File: src/rtl/pwrseq_pkg.sv
package pwrseq_pkg;
    typedef enum logic [2:0] {
        ST_OFF,
        ST_LEAD_UP,
        ST_WARM,
        ST_READY,
        ST_LEAD_DN
    } seq_state_e;
endpackage

File: src/rtl/gap_limit.sv
module gap_limit #(
    parameter int GAP_W   = 8,
    parameter int MAX_GAP = 200
) (
    input  logic [GAP_W-1:0] gap_cfg,
    output logic [GAP_W-1:0] gap_eff,
    output logic             over
);
    localparam logic [31:0] MAX_U = MAX_GAP;

    // Requests at or above the bound are clamped just below it
    always_comb begin
        over    = (32'(gap_cfg) >= MAX_U);
        gap_eff = over ? GAP_W'(MAX_GAP - 1) : gap_cfg;
    end
endmodule

File: src/rtl/seq_timer.sv
module seq_timer #(
    parameter int CNT_W = 8,
    parameter int LIMIT = 200
) (
    input  logic             clk,
    input  logic             rst_n,
    input  logic             clr,
    output logic [CNT_W-1:0] cnt
);
    // Saturating up-counter, cleared on every state change
    always_ff @(posedge clk) begin
        if (!rst_n || clr)
            cnt <= '0;
        else if (cnt != CNT_W'(LIMIT))
            cnt <= cnt + CNT_W'(1);
    end
endmodule

File: src/rtl/rail_sequencer.sv
module rail_sequencer
    import pwrseq_pkg::*;
#(
    parameter int GAP_W       = 8,
    parameter int MAX_GAP     = 200,
    parameter int WARM_CYCLES = 1500
) (
    input  logic             clk,
    input  logic             rst_n,
    input  logic             pwr_req,
    input  logic             variant_sel,
    input  logic [GAP_W-1:0] gap_cfg,
    output logic             logic_en,
    output logic             disp_en,
    output logic             fil_en,
    output logic             ready,
    output logic             fault
);
    localparam int LIMIT = (MAX_GAP > WARM_CYCLES) ? MAX_GAP : WARM_CYCLES;
    localparam int CNT_W = $clog2(LIMIT + 1);

    seq_state_e       state_q, state_d;
    logic             var_q;
    logic [GAP_W-1:0] gap_q;
    logic             fault_q;
    logic [GAP_W-1:0] gap_eff;
    logic             gap_over;
    logic [CNT_W-1:0] cnt;
    logic [CNT_W-1:0] gap_last;
    logic [CNT_W-1:0] warm_last;
    logic             start_up, start_dn;

    gap_limit #(.GAP_W(GAP_W), .MAX_GAP(MAX_GAP)) u_gap_limit (
        .gap_cfg (gap_cfg),
        .gap_eff (gap_eff),
        .over    (gap_over)
    );

    seq_timer #(.CNT_W(CNT_W), .LIMIT(LIMIT)) u_seq_timer (
        .clk   (clk),
        .rst_n (rst_n),
        .clr   (state_d != state_q),
        .cnt   (cnt)
    );

    assign gap_last  = CNT_W'(gap_q) - CNT_W'(1);
    assign warm_last = CNT_W'(WARM_CYCLES - 1);
    assign start_up  = (state_q == ST_OFF) && pwr_req;
    assign start_dn  = ((state_q == ST_WARM) || (state_q == ST_READY)) && !pwr_req;

    // Next-state logic
    always_comb begin
        state_d = state_q;
        unique case (state_q)
            ST_OFF:     if (pwr_req) state_d = (gap_eff == '0) ? ST_WARM : ST_LEAD_UP;
            ST_LEAD_UP: if (cnt == gap_last) state_d = ST_WARM;
            ST_WARM: begin
                if (!pwr_req)              state_d = (gap_eff == '0) ? ST_OFF : ST_LEAD_DN;
                else if (cnt == warm_last) state_d = ST_READY;
            end
            ST_READY:   if (!pwr_req) state_d = (gap_eff == '0) ? ST_OFF : ST_LEAD_DN;
            ST_LEAD_DN: if (cnt == gap_last) state_d = ST_OFF;
            default:    state_d = ST_OFF;
        endcase
    end

    // State register with captured variant and gap
    always_ff @(posedge clk) begin
        if (!rst_n) begin
            state_q <= ST_OFF;
            var_q   <= 1'b0;
            gap_q   <= '0;
            fault_q <= 1'b0;
        end else begin
            state_q <= state_d;
            fault_q <= gap_over;
            if (start_up)             var_q <= variant_sel;
            if (start_up || start_dn) gap_q <= gap_eff;
        end
    end

    // Moore output decode: the leading rail is also the last one off
    always_comb begin
        logic lead, both;
        lead     = (state_q == ST_LEAD_UP) || (state_q == ST_LEAD_DN);
        both     = (state_q == ST_WARM) || (state_q == ST_READY);
        logic_en = both || (lead && var_q);
        disp_en  = both || (lead && !var_q);
        fil_en   = lead || both;
        ready    = (state_q == ST_READY);
        fault    = fault_q;
    end
endmodule

File: config.mk
export PLATFORM = sky130hd
export DESIGN_NAME = rail_sequencer
export DESIGN_NICKNAME = d
export VERILOG_FILES = /design/src/rtl/pwrseq_pkg.sv /design/src/rtl/gap_limit.sv /design/src/rtl/seq_timer.sv /design/src/rtl/rail_sequencer.sv
export SDC_FILE = /design/constraint.sdc
export NUM_CORES = 1
export LEC_CHECK = 0
export ABC_CLOCK_PERIOD_IN_PS = 4500
export BUFFER_PORTS_ARGS = -buffer_cell sky130_fd_sc_hd__buf_2
export CAP_MARGIN = 20
export CORE_ASPECT_RATIO = 1.75
export CORE_MARGIN = 4
export CORE_UTILIZATION = 43
export CTS_BUF_LIST = sky130_fd_sc_hd__clkbuf_4 sky130_fd_sc_hd__clkbuf_8 sky130_fd_sc_hd__clkbuf_16
export DETAILED_ROUTE_END_ITERATION = 16
export GPL_TIMING_DRIVEN = 0
export RECOVER_POWER = 100
export SYNTH_ARGS = -nofsm -noshare
export SYNTH_HDL_FRONTEND = slang
export SYNTH_SLANG_ARGS = --single-unit
File: constraint.sdc
create_clock -name clk -period 4.5 [get_ports clk]
set_input_delay 0.9 -clock clk [delete_from_list [all_inputs] [get_ports clk]]
set_output_delay 0.9 -clock clk [all_outputs]
set_load 0.02 [all_outputs]
# Word-level counts from Yosys, hierarchy flattened
# Index checks and enable logic that the tools add are counted.
# classes
n_mux,10
n_addsub,2
magnitude_cmp,1
eq_ne,8
n_reduce_logical,16
# op_table
operator,count
two-way mux 3 bit,7
case mux 3 bit (5 select lines),1
"adder 11 x 1 -> 11 bit, second input constant",1
== test 11 bit,1
"== test 11 bit, second input constant",1
"!= test 11 bit, second input constant",1
"subtractor 8 x 1 -> 9 bit, second input constant",1
">= comparator 8 bit, second input constant",1
zero test 8 bit,1
two-way mux 8 bit,1
logical OR 1 bit,7
"== test 3 x 2 -> 1 bit, second input constant",2
logical AND 1 bit,4
"== test 3 x 1 -> 1 bit, second input constant",1
"== test 3 bit, second input constant",1
zero test 1 bit,3
zero test 3 bit,1
!= test 3 bit,1
two-way mux 2 bit,1
# word_totals
word_cells,42
input_bits,12
output_inout_bits,5
ff_bits,24

# Logic depth before layout (Yosys ltp)
# logic_depth
ltp_word,8
ltp_mapped,8
mapped_depth_nobuf,7

# By module
# Synthesis repeated with hierarchy kept, for this count alone.
# unflattened
hier_cells,201
area_unflattened_um2,1637.8
# by_module_without_submodules
mod,area_per_inst_um2,seq_area_each_um2,n_inst,cells_per_inst
rail_sequencer,1004.7,260.2,1,129
seq_timer,553.0,220.2,1,61
gap_limit,80.1,0.0,1,11

# Worst setup path before layout
# No wires, ideal clock.
# synth_path
path_kind,register -> register
startpoint,register gap_q[0]
endpoint,register u_seq_timer.cnt[2]
stages_incl_launch_ff,9
path_slack_ns,2.420
setup_time_ns,0.121
required_time_ns,4.379
arrival_time_ns,1.958
n_path_buf,1
period_less_slack_ns,2.080
cell_sequence,dfxtp_1 -> inv_1 -> ha_1 -> or3b_2 -> nor3_1 -> mux2i_1 -> nor4b_4 -> buf_6 -> a21oi_1
# synth_between
elab_chain_len,6
word_cells_on_any_way,7
# synth_lines
item,line,rtl
start: declaration,rail_sequencer.sv:24,logic [GAP_W-1:0] gap_q;
start signal: assignment,rail_sequencer.sv:78,if (start_up || start_dn) gap_q <= gap_eff;
subtractor 8 x 1 -> 9 bit (*),rail_sequencer.sv:46,assign gap_last = CNT_W'(gap_q) - CNT_W'(1);
== test 11 bit (*),"rail_sequencer.sv:56, rail_sequencer.sv:62",
"two-way mux 3 bit, on equally long branches","rail_sequencer.sv:62, rail_sequencer.sv:56",
case mux 3 bit (5 select lines) (*),rail_sequencer.sv:54,unique case (state_q)
!= test 3 bit (*),rail_sequencer.sv:42,".clr (state_d != state_q),"
logical OR 1 bit (*),seq_timer.sv:12,if (!rst_n || clr)
end signal: assignment,seq_timer.sv:15,cnt <= cnt + CNT_W'(1);
end: declaration,seq_timer.sv:8,output logic [CNT_W-1:0] cnt
# Every way passes the cells marked *; elsewhere a longest branch is shown, timed or not.
# A chain may end at the register's enable or synchronous reset.

# Final worst setup path
# Same ends and word-level chain as after synthesis.

==> results.toml <==
[clock_network]
cts_resized = 0
post-cts-setup-buffer-count = 0
cts_buffers = 3
cts_tree = "done"
clockRootBuffer = "clkbuf_8"
cts_max_path_buffers = 2
htreeDepth = 1
cts.sinks = 24
clkSlewWorstSetupHoldPaths_ps = 90
clock_latency_ps = 260
ctsHoldBuffers = 0

[route]
post-route-drc-count = 0
via_count = 1550
antenna_left = 0
drtPass1Iterations = 4
routedWlPerCell_um = 14.80
first_iter_violations = 50
routed_wl_um = 4055
vias_per_cell = 5.657

[global_routing]
track_usage_pct = 18.78
antenna_found_initial = 0
grt_pass1_vias = 1574
grt_pass1_wl_um = 6603
overflow = 0
grt_max_degree = 15

[pwr]
powerDensity_nw_per_um2 = 301.5
leakage_uw = 0.0007023
vdd_drop_max_v = 0.0002064

[timing]
finalHoldViolations = 0
drv_slew = 0
rsz0062_at_grt = "false"
fmax_ghz = 0.3177
fin_setup_tns_ps = 0
skew_ps = 3.976
slew_headroom_pct = 36.31
period_minus_slack_ps = 3148
worst_slew_pin_slew_ps = 942.0
setup_viol = 0
finalCritPeriodShare_pct = 69.95

[yosys]
synthTopCellsByArea = "dfxtp_1 (30%), a21oi_1 (5.6%), nand3_1 (5.6%)"
synth-async-reset-ratio_pct = 0
synth.distinct_cells = 42
yosysTopAreaCell = "dfxtp_1"
ys.flop_type = "dfxtp_1"
syn-mean-instance-area_sq_um = 7.718
synth_edf_count = 0
postSynthNetCount = 223
ys_ff_latch = 24
synth_top_area_share_pct = 29.93
yosysWarnings = 0
yosysSeqAreaShare_pct = 29.93
syn_area_sq_um = 1605
synth_cells = 208

[critical_path]
crit_path_top_delay_cell = "nor4b_1"
crit_arrival_ps = 3270
slowest_delay_ps = 780
cp_top_family = "simple AND/OR/NAND/NOR gates"
crit_type = "reg2reg"
path_cells = "inv_1 > ha_1 > or3b_2 > nor3_1 > mux2i_1 > nor4b_1 > clkbuf_1 > a21oi_1"
critPathLaunchType = "flop"
cp.buffers_inverters = 2
cp-end-kind = "flop"
cp_max_fo = 10
critPathRequiredTime_ps = 4620

[hold_path]
min-delay-path-class = "reg2reg"

[floorplan]
ios = 17
die_x_um = 54.19
die_area_sq_um = 4813
core_sq_um = 3628
initial_core_util_pct = 44.24
num_rows = 29
die_h_um = 88.83

[layout]
nets = 244
final_common_cell = "dfxtp_1"
syn2layout_area_growth_pct = 11.07
antenna_cells = 0
mostFrequentLayoutCells = "dfxtp_1 (24), nand2_1 (20), nand3_1 (18), a21oi_1 (18), clkbuf_1 (16)"
finalNonFillerCells = 274
drive_gt1_share_pct = 8.333

[run_status]
outcome = "finished, final reports clean"

[placed_design]
portBuffers = 16
dp_hpwl_um = 3151
placed_cells = 270
globalplace.congestion = 0.8882

[run]
drv_cap = 0
==> cell families after synthesis <==
family / share of synthesized area, %
simple gates: 30.47
compound gates: 20.81
fa+ha+maj: 2.339
mux: 2.494
buf+inv: 5.222
flops: 29.93
xor+xnor: 8.730
==> through the flow <==
stage / hold WS (ps) / util [%] / instance area [sq um] / setup slack, ps / power, uW
finish: 491.4 / 49.14 / 1783 / 1352 / 537.6
global route: 518.5 / 49.14 / 1783 / 1148 / 573.9
CTS: 500.6 / 50.00 / 1814 / 2037 / 554.5
detailed placement: 488.3 / 48.03 / 1743 / 1923 / 361.3
global placement: 480.7 / 48.03 / 1743 / 1925 / 360.7
floorplan: 456.9 / - / 1605 / 2420 / 328.0
==> cell type report <==
cell class,instances,area [sq um]
Fill cell,396,1846
Multi-Input combinational cell,165,1026
Sequential cell,24,480.5
Timing Repair Buffer,16,72.57
Tap cell,46,57.56
Buffer,11,45.04
Clock buffer,3,41.29
Clock inverter,1,30.03
Inverter,8,30.03
==> final timing paths <==
path	end	from	cells past startpoint	slack, ps
hold / removal	var_q	var_q	2	490
setup / recovery	u_seq_timer.cnt[2]	gap_q[0]	8	1350
hold reg to reg	var_q	var_q	2	490
setup reg to reg	u_seq_timer.cnt[2]	gap_q[0]	8	1350
==> sequential cells by signal, summed over array words and instances, names as in the netlist <==
| register | count |
|---|---|
| fault | 1 |
| gap_q | 8 |
| state_q | 3 |
| u_seq_timer.cnt | 11 |
| var_q | 1 |
==> tightest hold or removal path: stages (launching register included) <==
cell	delay (ps)
dfxtp_1	330
nand2_1	50
a21boi_0	70
==> synthesized netlist by cell type (all sizes together) (3+ instances only) <==
cell / count
or4: 3
o21ai: 8
dfxtp: 24
inv: 8
xnor2: 8
o211a: 3
clkbuf: 8
nand2: 20
nand3: 18
nand4: 7
ha: 3
a21boi: 4
and3: 3
a21oi: 18
mux2i: 4
nor3: 6
nor2: 14
a211oi: 3
buf: 3
and2: 4
nor2b: 5
xor2: 8
a31oi: 3
==> metal layers <==
metal	global-route usage (%)	wire length, um
met4	10.20	102
met2	35.88	2202
met3	2.192	123
met5	0	0
met1	18.29	1626
==> report_power, final <==
part	internal, uW	total, uW	switching [uW]
clock	119	188	68.8
sequential	222	237	14.6
combinational	47.3	113	66.0
(Power assumes the default switching activity.)
